File: src/rtl/can_rx_pkg.sv
package can_rx_pkg;
  localparam int ADDR_W = 3;

  typedef enum logic [ADDR_W-1:0] {
    SEL_HALT = 3'd0,
    SEL_EN   = 3'd1,
    SEL_CMP  = 3'd2,
    SEL_REM  = 3'd3,
    SEL_OVR  = 3'd4,
    SEL_IE   = 3'd5
  } reg_sel_e;

  // sticky bit: hardware set wins over a software clear
  function automatic logic sticky_next(input logic cur, input logic set, input logic clr);
    return set | (cur & ~clr);
  endfunction
endpackage

File: src/rtl/can_rx_slot.sv
module can_rx_slot
  import can_rx_pkg::*;
(
  input  logic clk,
  input  logic rst_n,
  input  logic hit,
  input  logic remote,
  input  logic clr_cmp,
  input  logic clr_ovr,
  output logic cmp,
  output logic rem,
  output logic ovr
);
  logic ovr_evt;
  assign ovr_evt = hit & cmp;

  always_ff @(posedge clk or negedge rst_n) begin
    if (!rst_n) begin
      cmp <= 1'b0;
      rem <= 1'b0;
      ovr <= 1'b0;
    end else begin
      cmp <= sticky_next(cmp, hit, clr_cmp);
      ovr <= sticky_next(ovr, ovr_evt, clr_ovr);
      if (hit) rem <= remote;
    end
  end

  assert_cmp_set_R4: assert property (@(posedge clk) disable iff (!rst_n)
    hit |=> cmp);
  assert_rem_follows_R5: assert property (@(posedge clk) disable iff (!rst_n)
    hit |=> (rem == $past(remote)));
  assert_ovr_on_pending_R6: assert property (@(posedge clk) disable iff (!rst_n)
    (hit && cmp) |=> ovr);
  assert_ovr_sticky_R10: assert property (@(posedge clk) disable iff (!rst_n)
    (ovr && !clr_ovr) |=> ovr);
  assert_cmp_no_spurious_R3: assert property (@(posedge clk) disable iff (!rst_n)
    !hit |=> !$rose(cmp));
endmodule

File: src/rtl/can_rx_ctrl.sv
module can_rx_ctrl
  import can_rx_pkg::*;
#(
  parameter int NBUF = 16
) (
  input  logic              clk,
  input  logic              rst_n,
  input  logic              wen,
  input  logic [ADDR_W-1:0] addr,
  input  logic [NBUF-1:0]   wdata,
  input  logic [NBUF-1:0]   cmp,
  input  logic [NBUF-1:0]   rem,
  input  logic [NBUF-1:0]   ovr,
  output logic              halt,
  output logic [NBUF-1:0]   en,
  output logic [NBUF-1:0]   ie,
  output logic [NBUF-1:0]   rdata
);
  always_ff @(posedge clk or negedge rst_n) begin
    if (!rst_n) begin
      halt <= 1'b1;
      en   <= '0;
      ie   <= '0;
    end else if (wen) begin
      case (addr)
        SEL_HALT: halt <= wdata[0];
        SEL_EN:   en   <= wdata;
        SEL_IE:   ie   <= wdata;
        default: ;
      endcase
    end
  end

  always_comb begin
    case (addr)
      SEL_HALT: rdata = {{(NBUF-1){1'b0}}, halt};
      SEL_EN:   rdata = en;
      SEL_CMP:  rdata = cmp;
      SEL_REM:  rdata = rem;
      SEL_OVR:  rdata = ovr;
      SEL_IE:   rdata = ie;
      default:  rdata = '0;
    endcase
  end

  assert_halt_write_R11: assert property (@(posedge clk) disable iff (!rst_n)
    (wen && addr == SEL_HALT) |=> (halt == $past(wdata[0])));
endmodule

File: src/rtl/can_rx_flags.sv
module can_rx_flags
  import can_rx_pkg::*;
#(
  parameter int NBUF  = 16,
  localparam int IDX_W = (NBUF > 1) ? $clog2(NBUF) : 1
) (
  input  logic              clk,
  input  logic              rst_n,
  input  logic              rx_valid,
  input  logic [IDX_W-1:0]  rx_idx,
  input  logic              rx_remote,
  input  logic              reg_wen,
  input  logic [ADDR_W-1:0] reg_addr,
  input  logic [NBUF-1:0]   reg_wdata,
  output logic [NBUF-1:0]   reg_rdata,
  output logic              rx_irq
);
  logic            halt;
  logic [NBUF-1:0] en, ie, cmp, rem, ovr;
  logic [NBUF-1:0] hit, clr_cmp, clr_ovr;
  logic            rx_accept;
  logic            irq_req;

  assign rx_accept = rx_valid && !halt && (32'(rx_idx) < NBUF) && en[rx_idx];
  assign irq_req   = |(cmp & ie);

  can_rx_ctrl #(.NBUF(NBUF)) u_ctrl (
    .clk(clk), .rst_n(rst_n), .wen(reg_wen), .addr(reg_addr), .wdata(reg_wdata),
    .cmp(cmp), .rem(rem), .ovr(ovr),
    .halt(halt), .en(en), .ie(ie), .rdata(reg_rdata)
  );

  for (genvar i = 0; i < NBUF; i++) begin : g_slot
    assign hit[i]     = rx_accept && (rx_idx == IDX_W'(i));
    assign clr_cmp[i] = reg_wen && (reg_addr == SEL_CMP) && !reg_wdata[i];
    assign clr_ovr[i] = reg_wen && (reg_addr == SEL_OVR) && !reg_wdata[i];
    can_rx_slot u_slot (
      .clk(clk), .rst_n(rst_n), .hit(hit[i]), .remote(rx_remote),
      .clr_cmp(clr_cmp[i]), .clr_ovr(clr_ovr[i]),
      .cmp(cmp[i]), .rem(rem[i]), .ovr(ovr[i])
    );
  end

  always_ff @(posedge clk or negedge rst_n) begin
    if (!rst_n) rx_irq <= 1'b0;
    else        rx_irq <= irq_req;
  end

  assert_halt_blocks_R2: assert property (@(posedge clk) disable iff (!rst_n)
    (rx_valid && halt && !reg_wen) |=> ($stable(cmp) && $stable(rem) && $stable(ovr)));
  assert_irq_quiet_R9: assert property (@(posedge clk) disable iff (!rst_n)
    !irq_req |=> !rx_irq);
  assert_one_hit_R4: assert property (@(posedge clk) disable iff (!rst_n)
    $onehot0(hit));
endmodule

File: config.mk
export PLATFORM = sky130hd
export DESIGN_NAME = can_rx_flags
export DESIGN_NICKNAME = d
export VERILOG_FILES = /design/src/rtl/can_rx_pkg.sv /design/src/rtl/can_rx_slot.sv /design/src/rtl/can_rx_ctrl.sv /design/src/rtl/can_rx_flags.sv
export SDC_FILE = /design/constraint.sdc
export NUM_CORES = 1
export LEC_CHECK = 0
export ABC_AREA = 0
export CORE_UTILIZATION = 57
export DETAILED_ROUTE_END_ITERATION = 16
export PLACE_DENSITY = 0.8
export SETUP_SLACK_MARGIN = 0.1
export SLEW_MARGIN = 40
export SYNTH_ARGS = -nofsm -noshare
export SYNTH_HDL_FRONTEND = slang
export SYNTH_HIERARCHICAL = 1
export SYNTH_SLANG_ARGS = --single-unit
export TNS_END_PERCENT = 30
File: constraint.sdc
create_clock -name clk -period 2.1 [get_ports clk]
set_input_delay 0.42 -clock clk [delete_from_list [all_inputs] [get_ports clk]]
set_output_delay 0.42 -clock clk [all_outputs]
set_load 0.05 [all_outputs]
==> key figures <==
Place
  • Post-DP HPWL: 7323 µm
  • Placer Congestion: 0.8116
  • Buffers on Ports: 44

Detailed routing
  • DR WL met2: 5518 µm
  • Post-route DRC: 0
  • Post-Route WL: 10890 µm
  • Routed wire length per instance: 19.99 µm
  • Post-DR vias/cell: 5.884
  • First drt pass iteration count: 4
  • Starting DRT DRC Count: 229
  • Total number of vias: 3207
  • Routed Antenna Nets: 0
  • Top layer in use: met4
  • Met3 WL post-DR: 684 µm
  • Post-Route M1 WL: 4364 µm

Timing
  • Fin. max-slew vios: 0
  • RSZ-0062 raised after global routing: yes
  • Skew final: 0.01338 ns
  • Slew Limit Headroom: 67.44%
  • Slew @ Worst Pin: 0.4868 ns
  • Period utilization: 94.98%
  • Final hold vios: 0
  • Hold_ws: 0.001397 ns
  • Tmin final: 1.995 ns
  • Setup TNS: 0 ns
  • Max Freq: 0.5014 GHz
  • Endpoints failing setup: 0

Floorplanning
  • Initial Utilization: 58.94%
  • Die Area: 7851 µm²
  • Die X-Extent: 88.61 µm
  • Rows: 31
  • Die height: 88.61 µm
  • Total core area: 7253 µm²
  • Io pins: 45

Critical path
  • WS Path Type: register to primary output
  • Crit path max fanout: 2
  • Startpoint Class: register
  • Element type at the critical path end: primary output
  • CP Data Required Time: 1.68 ns
  • Critical Path AT: 1.57 ns

Yosys
  • Compound-Gate Fraction of Synth Area: 11.82%
  • Mean Syn Cell Area: 11.71 µm²
  • Synth Net Count: 393
  • Mux share of post-synthesis cell area: 22.91%
  • Largest family of logic cells by synthesized area: multiplexers
  • Synth area leader: dfrtp_1
  • Flop and latch count out of synthesis: 82
  • Synth Cell Area: 4275 µm²
  • Xor and xnor area share after synthesis: 0%
  • Sequential share of the synthesized area: 48.02%
  • Count of flip-flops with a built-in enable after synthesis: 0
  • Primary FF master, synth: dfrtp_1
  • Most common cell in the netlist: dfrtp_1
  • Async S/R FF share, synth: 100.0%
  • Largest cells by area after synthesis: dfrtp_1, mux2_4, mux2i_1
  • Yosys cell types: 37
  • Synth top cells by count: dfrtp_1, mux2i_1, inv_1
  • Post-synthesis instance total: 365
  • Number of synthesis warnings: 6
  • Synth top area share: 47.41%
  • Simple logic cell fraction of the synthesized area: 11.88%
  • Synth Area in Adders: 0%

Run status
  • Outcome: finished clean

Clock tree
  • CTS Sinks: 82
  • Clock Root Buffer: clkbuf_8
  • Max clock buf depth: 2
  • CTS Hold Buffers Added: 0
  • CTS Buf Count: 9
  • Clock transition at path regs: 0.09 ns
  • Worst-skew pair later-pin latency: 0.36 ns
  • H-tree Lvls: 3
  • CTS tree: yes

Global route
  • Vias in the first global route: 3399
  • Largest net degree at the start of global routing: 36
  • Grt ovf: 0
  • First-pass GRT wire length: 17370 µm
  • GRT Overall Usage: 30.93%
  • Initial antenna violation count: 0

Power
  • Pwr per Cell Area: 887.9 nW/µm²
  • Leakage power: 2.749 nW
  • Peak supply drop: 0.0005701 V

Finish
  • Final nets: 469
  • N_diodes: 0
  • Area Overhead vs Synth: 28.50%
  • Layout cell share with drive strength beyond 1: 35.20%

Flow run
  • MaxCap Viol Count: 0

Hold path
  • Hold Path Class: input port to asynchronous set/reset pin
per-layer routing:
metal / GRT usage (%) / up-vias
met5: 0 / -
met4: 12.17 / 0
met3: 8.489 / 30
met2: 51.05 / 135
met1: 38.77 / 1605
li1: - / 1437
flip-flops by register name, summed over array words and instances, names as in the netlist:
| name | cells |
|---|---|
| u_ctrl/ie | 16 |
| u_ctrl/en | 16 |
| rx_irq | 1 |
| g_slot.u_slot/ovr | 16 |
| g_slot.u_slot/rem | 16 |
| u_ctrl/halt | 1 |
| g_slot.u_slot/cmp | 16 |
path summary, 6_finish.rpt:
check | slack, ns | depth (start not counted) | endpoint | from
worst max register to register | 0.41 | 4 | g_slot[4].u_slot/rem | u_ctrl/halt
min in group clk | 0.52 | 1 | g_slot[12].u_slot/rem | g_slot[12].u_slot/rem
worst min-delay path | 0.001 | 1 | g_slot[7].u_slot/ovr | rst_n
worst max-delay path | 0.11 | 4 | reg_rdata[0] | u_ctrl/halt
worst min register to register | 0.52 | 1 | g_slot[12].u_slot/rem | g_slot[12].u_slot/rem
max in group asynchronous | 1.44 | 2 | u_ctrl/halt | rst_n
cells by family (layout without fill, tap and decap cells):
logic type	count (synthesis)	after routing
mux	82	82
buf+inv	46	127
compound gates	71	71
flops	82	82
simple gates	84	84
metrics by stage:
step	util, %	power, mW	setup WS (ns)	instance area, µm²	instances
6_report	75.75	4.878	0.1055	5494	545
4_1_cts	75.90	4.883	0.09509	5505	545
3_5_place_dp	72.00	3.588	-0.1870	5223	526
3_3_place_gp	72.00	3.527	-0.1551	5223	526
2_1_floorplan	-	3.000	0.1445	4287	365
5_1_grt	75.75	5.086	0.03113	5494	545
layout make-up:
type | instances | area (µm²)
sequential | 82 | 2053
multi-input combinational | 237 | 2023
fill | 465 | 1759
timing repair buffer | 79 | 954.7
clock buffer | 11 | 141.4
tap | 99 | 123.9
inverter | 32 | 120.1
clock inverter | 5 | 77.57
critical path, stage by stage, from the launching register on:
cell      delay [ns]
dfstp_2         0.55
mux2i_1         0.06
or3_1           0.34
o221ai_2        0.10
buf_12          0.17
placed cells by master, fill, tap and decap left out, types with 12 or more instances in the layout:
| master | instances |
|---|---|
| a21o_1 | 15 |
| a21o_2 | 16 |
| and3_1 | 16 |
| buf_12 | 23 |
| buf_4 | 25 |
| clkdlybuf4s50_1 | 24 |
| dfrtp_1 | 81 |
| inv_1 | 32 |
| mux2_2 | 23 |
| mux2_4 | 26 |
| mux2i_1 | 33 |
| nand2_1 | 17 |
| nor2_1 | 21 |
| nor2_2 | 12 |
| o21ai_0 | 16 |
| o22ai_1 | 13 |
repair_timing:
item | CTS | global route
pin swaps | 2 | 2
setup buffers | 2 | 0
cloned | 1 | 0
gates resized for setup | 15 | 2
setup endpoints to repair | 16 | 16
where the power goes:
part	switching, mW	internal (mW)	total (mW)
clock	0.578	0.699	1.28
combinational	0.640	0.753	1.39
sequential	0.277	1.93	2.21
total	1.49	3.38	4.88
Note: power is estimated with default switching activity, not from simulation.
